===== src/rtl/irq_pkg.sv =====
package irq_pkg;
  localparam int NSRC  = 6;
  localparam int VEC_W = $clog2(NSRC);
  localparam int NEXT  = 2;
  localparam int EN_W  = 8;
  localparam int GLB_BIT = EN_W - 1;
  localparam int RSV_BIT = EN_W - 2;

  localparam int SRC_EXT0 = 0;
  localparam int SRC_T0   = 1;
  localparam int SRC_EXT1 = 2;
  localparam int SRC_T1   = 3;
  localparam int SRC_SER  = 4;
  localparam int SRC_T2   = 5;

  typedef logic [NSRC-1:0] src_vec_t;

  // Lowest set index of a source vector; 0 when empty.
  function automatic logic [VEC_W-1:0] first_idx(input src_vec_t v);
    logic [VEC_W-1:0] idx;
    idx = '0;
    for (int i = NSRC - 1; i >= 0; i--) begin
      if (v[i]) idx = VEC_W'(i);
    end
    return idx;
  endfunction

  // Per-source enable mask after applying the global bit.
  function automatic src_vec_t gate_mask(input logic [EN_W-1:0] en);
    return en[GLB_BIT] ? en[NSRC-1:0] : '0;
  endfunction

  // Value stored for an enable write: the reserved bit is dropped.
  function automatic logic [EN_W-1:0] en_store(input logic [EN_W-1:0] w);
    logic [EN_W-1:0] r;
    r = w;
    r[RSV_BIT] = 1'b0;
    return r;
  endfunction
endpackage


===== src/rtl/irq_ext_cond.sv =====
module irq_ext_cond (
  input  logic clk,
  input  logic rst_n,
  input  logic pin_n,
  input  logic edge_mode,
  input  logic clr,
  output logic req
);
  logic samp_q;
  logic flag_q;
  logic fall_seen;

  assign fall_seen = samp_q & ~pin_n;

  always_ff @(posedge clk or negedge rst_n) begin
    if (!rst_n) begin
      samp_q <= 1'b1;
      flag_q <= 1'b0;
    end else begin
      samp_q <= pin_n;
      if (!edge_mode) flag_q <= 1'b0;
      else            flag_q <= fall_seen | (flag_q & ~clr);
    end
  end

  assign req = edge_mode ? flag_q : ~samp_q;

  AST_EDGE_LATCH: assert property (@(posedge clk) disable iff (!rst_n)
    (edge_mode && fall_seen) |=> (flag_q || !edge_mode));
endmodule


===== src/rtl/irq_arb.sv =====
module irq_arb
  import irq_pkg::*;
(
  input  src_vec_t         pend_g,
  input  src_vec_t         pri,
  input  logic [1:0]       act,
  output logic             req,
  output logic [VEC_W-1:0] vec,
  output logic             lvl
);
  src_vec_t hi_set;
  src_vec_t lo_set;
  logic     hi_ok;
  logic     lo_ok;

  assign hi_set = pend_g & pri;
  assign lo_set = pend_g & ~pri;
  assign hi_ok  = !act[1] && (hi_set != '0);
  assign lo_ok  = (act == 2'b00) && (lo_set != '0);

  always_comb begin
    req = hi_ok | lo_ok;
    lvl = hi_ok;
    if (hi_ok)      vec = first_idx(hi_set);
    else if (lo_ok) vec = first_idx(lo_set);
    else            vec = '0;
  end

  always_comb begin
    if (req) AST_VEC_RANGE: assert (int'(vec) < NSRC);
  end
endmodule


===== src/rtl/irq_inserv.sv =====
module irq_inserv (
  input  logic       clk,
  input  logic       rst_n,
  input  logic       take,
  input  logic       take_lvl,
  input  logic       reti,
  output logic [1:0] act
);
  logic [1:0] drop;
  logic [1:0] add;

  always_comb begin
    drop = 2'b00;
    if (reti) begin
      if (act[1])      drop = 2'b10;
      else if (act[0]) drop = 2'b01;
    end
    add = 2'b00;
    if (take) add[take_lvl] = 1'b1;
  end

  always_ff @(posedge clk or negedge rst_n) begin
    if (!rst_n) act <= 2'b00;
    else        act <= (act & ~drop) | add;
  end

  AST_RETI_HIGH_FIRST: assert property (@(posedge clk) disable iff (!rst_n)
    (reti && act[1] && !take) |=> (!act[1] && act[0] == $past(act[0])));
  AST_RETI_LOW: assert property (@(posedge clk) disable iff (!rst_n)
    (reti && act == 2'b01 && !take) |=> (act == 2'b00));
endmodule


===== src/rtl/irq_arbiter6.sv =====
module irq_arbiter6
  import irq_pkg::*;
(
  input  logic              clk,
  input  logic              rst_n,
  input  logic              en_we,
  input  logic [EN_W-1:0]   en_wdata,
  output logic [EN_W-1:0]   en_rdata,
  input  logic              pri_we,
  input  logic [NSRC-1:0]   pri_wdata,
  output logic [NSRC-1:0]   pri_rdata,
  input  logic [NEXT-1:0]   ext_n,
  input  logic [NEXT-1:0]   ext_edge,
  input  logic              t0_flag,
  input  logic              t1_flag,
  input  logic              t2_ovf,
  input  logic              t2_ext,
  input  logic              ser_tx,
  input  logic              ser_rx,
  input  logic              ack,
  input  logic              reti,
  output logic              irq_req,
  output logic [VEC_W-1:0]  irq_vec,
  output logic              clr_t0,
  output logic              clr_t1,
  output logic [1:0]        inserv
);
  logic [EN_W-1:0] en_q;
  src_vec_t        pri_q;
  logic            t0_poll_q;
  logic            t1_poll_q;
  logic [NEXT-1:0] ext_req;
  logic [NEXT-1:0] ext_clr;
  src_vec_t        pend;
  src_vec_t        pend_g;
  logic            grant;
  logic            grant_lvl;

  assign grant = ack & irq_req;

  always_ff @(posedge clk or negedge rst_n) begin
    if (!rst_n) begin
      en_q  <= '0;
      pri_q <= '0;
    end else begin
      if (en_we)  en_q  <= en_store(en_wdata);
      if (pri_we) pri_q <= pri_wdata;
    end
  end

  assign en_rdata  = en_q;
  assign pri_rdata = pri_q;

  // Timer 0/1 flags are seen one cycle late; a clear strobe masks the stale copy.
  always_ff @(posedge clk or negedge rst_n) begin
    if (!rst_n) begin
      t0_poll_q <= 1'b0;
      t1_poll_q <= 1'b0;
    end else begin
      t0_poll_q <= t0_flag & ~clr_t0;
      t1_poll_q <= t1_flag & ~clr_t1;
    end
  end

  localparam int EXT_IDX [NEXT] = '{SRC_EXT0, SRC_EXT1};

  for (genvar g = 0; g < NEXT; g++) begin : g_ext
    assign ext_clr[g] = grant && (irq_vec == VEC_W'(EXT_IDX[g]));
    irq_ext_cond i_cond (
      .clk       (clk),
      .rst_n     (rst_n),
      .pin_n     (ext_n[g]),
      .edge_mode (ext_edge[g]),
      .clr       (ext_clr[g]),
      .req       (ext_req[g])
    );
  end

  always_comb begin
    pend           = '0;
    pend[SRC_EXT0] = ext_req[0];
    pend[SRC_T0]   = t0_poll_q;
    pend[SRC_EXT1] = ext_req[1];
    pend[SRC_T1]   = t1_poll_q;
    pend[SRC_SER]  = ser_tx | ser_rx;
    pend[SRC_T2]   = t2_ovf | t2_ext;
  end

  assign pend_g = pend & gate_mask(en_q);

  irq_arb i_arb (
    .pend_g (pend_g),
    .pri    (pri_q),
    .act    (inserv),
    .req    (irq_req),
    .vec    (irq_vec),
    .lvl    (grant_lvl)
  );

  irq_inserv i_inserv (
    .clk      (clk),
    .rst_n    (rst_n),
    .take     (grant),
    .take_lvl (grant_lvl),
    .reti     (reti),
    .act      (inserv)
  );

  assign clr_t0 = grant && (irq_vec == VEC_W'(SRC_T0));
  assign clr_t1 = grant && (irq_vec == VEC_W'(SRC_T1));

  AST_GLOBAL_OFF: assert property (@(posedge clk) disable iff (!rst_n)
    !en_q[GLB_BIT] |-> !irq_req);
  AST_HIGH_BLOCKS: assert property (@(posedge clk) disable iff (!rst_n)
    inserv[1] |-> !irq_req);
  AST_RSV_ZERO: assert property (@(posedge clk) disable iff (!rst_n)
    !en_rdata[RSV_BIT]);
  AST_CLR_WITH_ACK: assert property (@(posedge clk) disable iff (!rst_n)
    (clr_t0 || clr_t1) |-> (ack && irq_req));
  AST_CLR_ONEHOT: assert property (@(posedge clk) disable iff (!rst_n)
    $onehot0({clr_t0, clr_t1}));
  AST_TAKE_SETS: assert property (@(posedge clk) disable iff (!rst_n)
    (ack && irq_req) |=> (inserv != 2'b00));
endmodule


===== config.mk =====
export PLATFORM = sky130hd
export DESIGN_NAME = irq_arbiter6
export DESIGN_NICKNAME = d
export VERILOG_FILES = /design/src/rtl/irq_pkg.sv /design/src/rtl/irq_ext_cond.sv /design/src/rtl/irq_arb.sv /design/src/rtl/irq_inserv.sv /design/src/rtl/irq_arbiter6.sv
export SDC_FILE = /design/constraint.sdc
export NUM_CORES = 1
export LEC_CHECK = 0
export ABC_AREA = 1
export BUFFER_PORTS_ARGS = -buffer_cell sky130_fd_sc_hd__buf_2
export CORE_ASPECT_RATIO = 1.25
export CORE_UTILIZATION = 26
export CTS_BUF_LIST = sky130_fd_sc_hd__clkbuf_8 sky130_fd_sc_hd__clkbuf_16
export CTS_CLUSTER_DIAMETER = 100
export CTS_CLUSTER_SIZE = 24
export DETAILED_ROUTE_END_ITERATION = 6
export PLACE_DENSITY = 0.49
export SYNTH_ARGS = -nofsm -noshare
export SYNTH_HDL_FRONTEND = slang
export SYNTH_HIERARCHICAL = 1
export SYNTH_SLANG_ARGS = --single-unit

===== constraint.sdc =====
create_clock -name clk -period 2.75 [get_ports clk]
set_clock_uncertainty 0.2 [all_clocks]
set_input_delay 0.55 -clock clk [delete_from_list [all_inputs] [get_ports clk]]
set_output_delay 0.55 -clock clk [all_outputs]
set_load 0.01 [all_outputs]

==> flow_results.org <==
** GRT
- Number of antenna violations at the first check in global routing :: 0
- Number of global-route vias before repair :: around 1.2k
- Overflow left after global routing :: 0
- Entering global routing, the biggest net connects 22 pins.
- In the global route stage, overall resource usage came out at 0.137.
- Wire length of the first global-routing pass :: 5.22 mm

** Power and ir drop
- Of the total power, registers draw 0.436.
- Worst vdd ir :: 0.173 mV
- Of the total power, combinational logic draws 0.321.
- Of the total power, the clock network draws 0.243.
- Leakage power :: roughly 1.0 nW
- Reported net switching power :: 0.274 mW
- The completed layout was analyzed and its total power is ~0.83 mW.
- Internal power consumption :: around 0.56 mW
- Of the total power, the share spent switching nets is 0.329.
- Dividing total power by cell area gives a power density of roughly 450 nW/µm².

** Layout
- 0 antenna diodes ended up in the layout.
- At the end of the flow, the number of nets in the layout was 280.
- Area growth syn-to-layout :: 55.5%
- After filler insertion, the fill cell instance count of the layout stands at 488.
- With fillers left out, the area of the finished cells amounts to around 1900 µm².
- Of the cells placed in the final design, the portion with a size suffix greater than 1 is 0.494.

** Critical path
- Standard cell with the maximum stage delay on the critical path :: buf_4
- CP arrival :: approximately 2000 ps
- Critical-path maximum fanout :: 4
- The worst setup path is launched from an input pin.
- CP top delay family :: buffers and inverters
- The worst setup path is captured at an output pin.
- Worst path most repeated cell :: buf_4
- WP data required :: ~2000 ps
- Cell breakdown of the critical path :: buf_4 -> o21ai_2 -> nand2_1 -> nor2_2 -> nand2_2 -> buf_4 -> buf_4 -> buf_4 -> buf_4 -> nand3_1 -> nand2_2 -> buf_4 -> buf_2
- The critical path is of the in2out type.
- Counting both buffers and inverters, the worst setup path holds a total of 7.
- For this run, the slowest stage of the critical path takes approximately 140 ps.

** Place
- Last weighted congestion value of the routability-driven placer :: approximately 0.72
- Port buffer count :: 49
- Summing all placed instances gives a cell area of approximately 1700 µm².
- Worst slack after detailed placement :: -71.1 ps
- The HPWL after detailed placement is 2.40 mm.

** Detailed routing
- Via-per-instance ratio :: between 4 and 5
- Total routed wirelength :: between 3 and 4 mm
- Number of antenna-violating nets in the routed design :: 0
- Routed wirelength normalized by instance count :: about 10 µm
- In this run, the number of DRC markers left after iteration 0 of detailed routing was 21.
- Via total after detailed routing :: approximately 1.3k
- After detailed routing, the number of remaining DRC violations is 0.
- The pre-antenna-repair detailed-routing pass consisted of 4 iterations.

** Floorplan
- In this run the core area contains 27 standard-cell rows.
- The die covers 4890 µm².
- Die outline height :: 77.9 µm
- Standard cell core area :: 4430 µm²
- For this configuration, the core starts out at a cell density of 0.271.
- The floorplan step set the die width to 62.7 µm.
- 52 I/O pins were placed.

** Clocking
- Clock tree from TritonCTS :: done
- Num CTS Buffers :: 3
- Sinks on Clock Net :: 21
- Clock-pin slew reported for the worst setup and hold paths after clock tree synthesis :: roughly 80 ps
- CTS built an H-tree with a depth of 1.
- Worst-Skew Late Latency :: around 260 ps
- Clock tree root driver cell :: clkbuf_8
- Number of buffers on the longest clock path :: 2

** Synth
- nand2_1 is the most common cell in the netlist.
- The share of synthesized area in the top cell type comes to 0.397.
- Count of state elements after synthesis :: 21
- Of the synthesized area, sequential elements account for 0.441.
- Synthesized netlist cell count :: 171
- Synthesized area :: about 1200 µm²
- Number of distinct library cell variants in the gate-level netlist after synthesis :: 18
- Number of synthesized flops with an enable pin :: 0
- After synthesis, the most frequently instantiated cells are nand2_1, inv_1, dfrtp_1.
- Yosys printed 6 warnings.
- Yosys top cell by area :: dfrtp_1
- Synthesis produced a netlist with a net count of 201.
- Ranked by total cell area, the synthesized netlist is headed by dfrtp_1, nand2_1, inv_1.
- Average instance area after synthesis :: between 7 and 8 µm²
- In the synthesized netlist the async set-or-reset flop fraction comes to 1.00.
- Top_reg_cell synth :: dfrtp_1

** Hold path
- Worst min-delay path class :: in2async

** Job
- Number of max-capacitance violations reported :: 0

** STA
- The worst path in the final design needs a cycle of 2780 ps, including I/O delays and setup.
- Setup repair after global routing could not meet its margin everywhere.
- Slack of the critical path :: -28.7 ps
- The number of pins exceeding their max-slew limit in the final report was 0.
- Number of failing hold endpoints at the final stage :: 0
- Final cycle utilization of the critical path :: 1.01
- Static timing analysis puts the maximum clock frequency at approximately 0.36 GHz.
- Final sum of negative setup slack :: -59.4 ps
- Number of setup violations in the final report :: 3

** Outcome
- The checks that failed: negative setup slack.
- The run finished, with violations left.
## placed cells by master, fill, tap and decap left out, types with 2 or more instances in the layout
cell / count
nand2_1: 38
nor3_4: 2
nand3_1: 9
o21ai_2: 7
inv_2: 3
clkbuf_8: 3
o21ai_0: 10
nor3_1: 2
nand2_4: 2
nor2_4: 4
dfrtp_1: 19
buf_2: 48
nor2_1: 9
nand2_2: 17
a21oi_1: 3
dfstp_2: 2
nor2_2: 3
inv_1: 33
buf_4: 28
o21ai_1: 2
## registers in the layout, summed over array words and instances, names as in the netlist
signal	cells
en_rdata	7
g_ext.i_cond/flag_q	2
g_ext.i_cond/samp_q	2
i_inserv/act	2
pri_rdata	6
t0_poll_q	1
t1_poll_q	1
## layer usage
| metal | up-vias | GRT usage | share of wire |
|---|---|---|---|
| met5 | - | 0 | 0 |
| met4 | 0 | 0.0558 | 0.016 |
| met3 | 5 | 0.0162 | 0.031 |
| met2 | 27 | 0.234 | 0.51 |
| met1 | 560 | 0.172 | 0.44 |
| li1 | 673 | - | - |
## path summary, 6_finish.rpt
path	start	endpoint	slack (ps)	depth (start not counted)
worst max-delay path	ext_edge[0]	irq_vec[0]	-30	13
worst min-delay path	rst_n	pri_rdata[1]$_DFFE_PN0P_	40	1
worst max register to register	g_ext[0].i_cond/samp_q$_DFF_PN1_	g_ext[0].i_cond/flag_q$_DFF_PN0_	450	17
worst min register to register	i_inserv/act[0]$_DFF_PN0_	i_inserv/act[0]$_DFF_PN0_	300	2
max in group asynchronous	rst_n	g_ext[0].i_cond/samp_q$_DFF_PN1_	1950	1
min in group clk	ext_n[1]	g_ext[1].i_cond/samp_q$_DFF_PN1_	190	1
## cell type report
class | instances | area [µm²] | area share
inverter | 35 | 131 | 0.0705
sequential | 21 | 528 | 0.283
multi-input combinational | 112 | 626 | 0.336
clock inverter | 1 | 3.75 | 0.00201
clock buffer | 3 | 41.3 | 0.0221
tap | 58 | 72.6 | 0.0389
timing repair buffer | 77 | 462 | 0.248
## stage by stage
stage,util,instances,hold slack [ps]
after floorplan,-,171,54.4
after global placement,0.373,297,283
after detailed placement,0.373,297,297
after CTS,0.398,305,59.0
after global routing,0.421,307,72.7
final,0.421,307,44.7
## what timing repair did
item / in CTS / in global routing
pin swaps: 15 / 13
setup endpoints to repair: 3 / 5
gates resized for setup: 13 / 26
setup buffers: 4 / 2
hold buffers: 0 / 0
gates cloned: 0 / 0
## power by group through the flow
stage	clock network [mW]	logic, mW	registers (mW)
finish	0.202	0.267	0.363
global route	0.221	0.302	0.369
CTS	0.210	0.246	0.363
detailed placement	0	0.235	0.368
global placement	0	0.233	0.368
floorplan	0	0.107	0.377
## logic make-up (layout without fill, tap and decap cells)
logic type      count (synthesis)  after routing  share of synthesized area
buf+inv                        38            116                      0.135
compound gates                 23             23                      0.109
simple gates                   88             88                      0.313
flops                          21             21                      0.441
other cells                     1              1                    0.00313
Note: power is estimated with default switching activity, not from simulation.
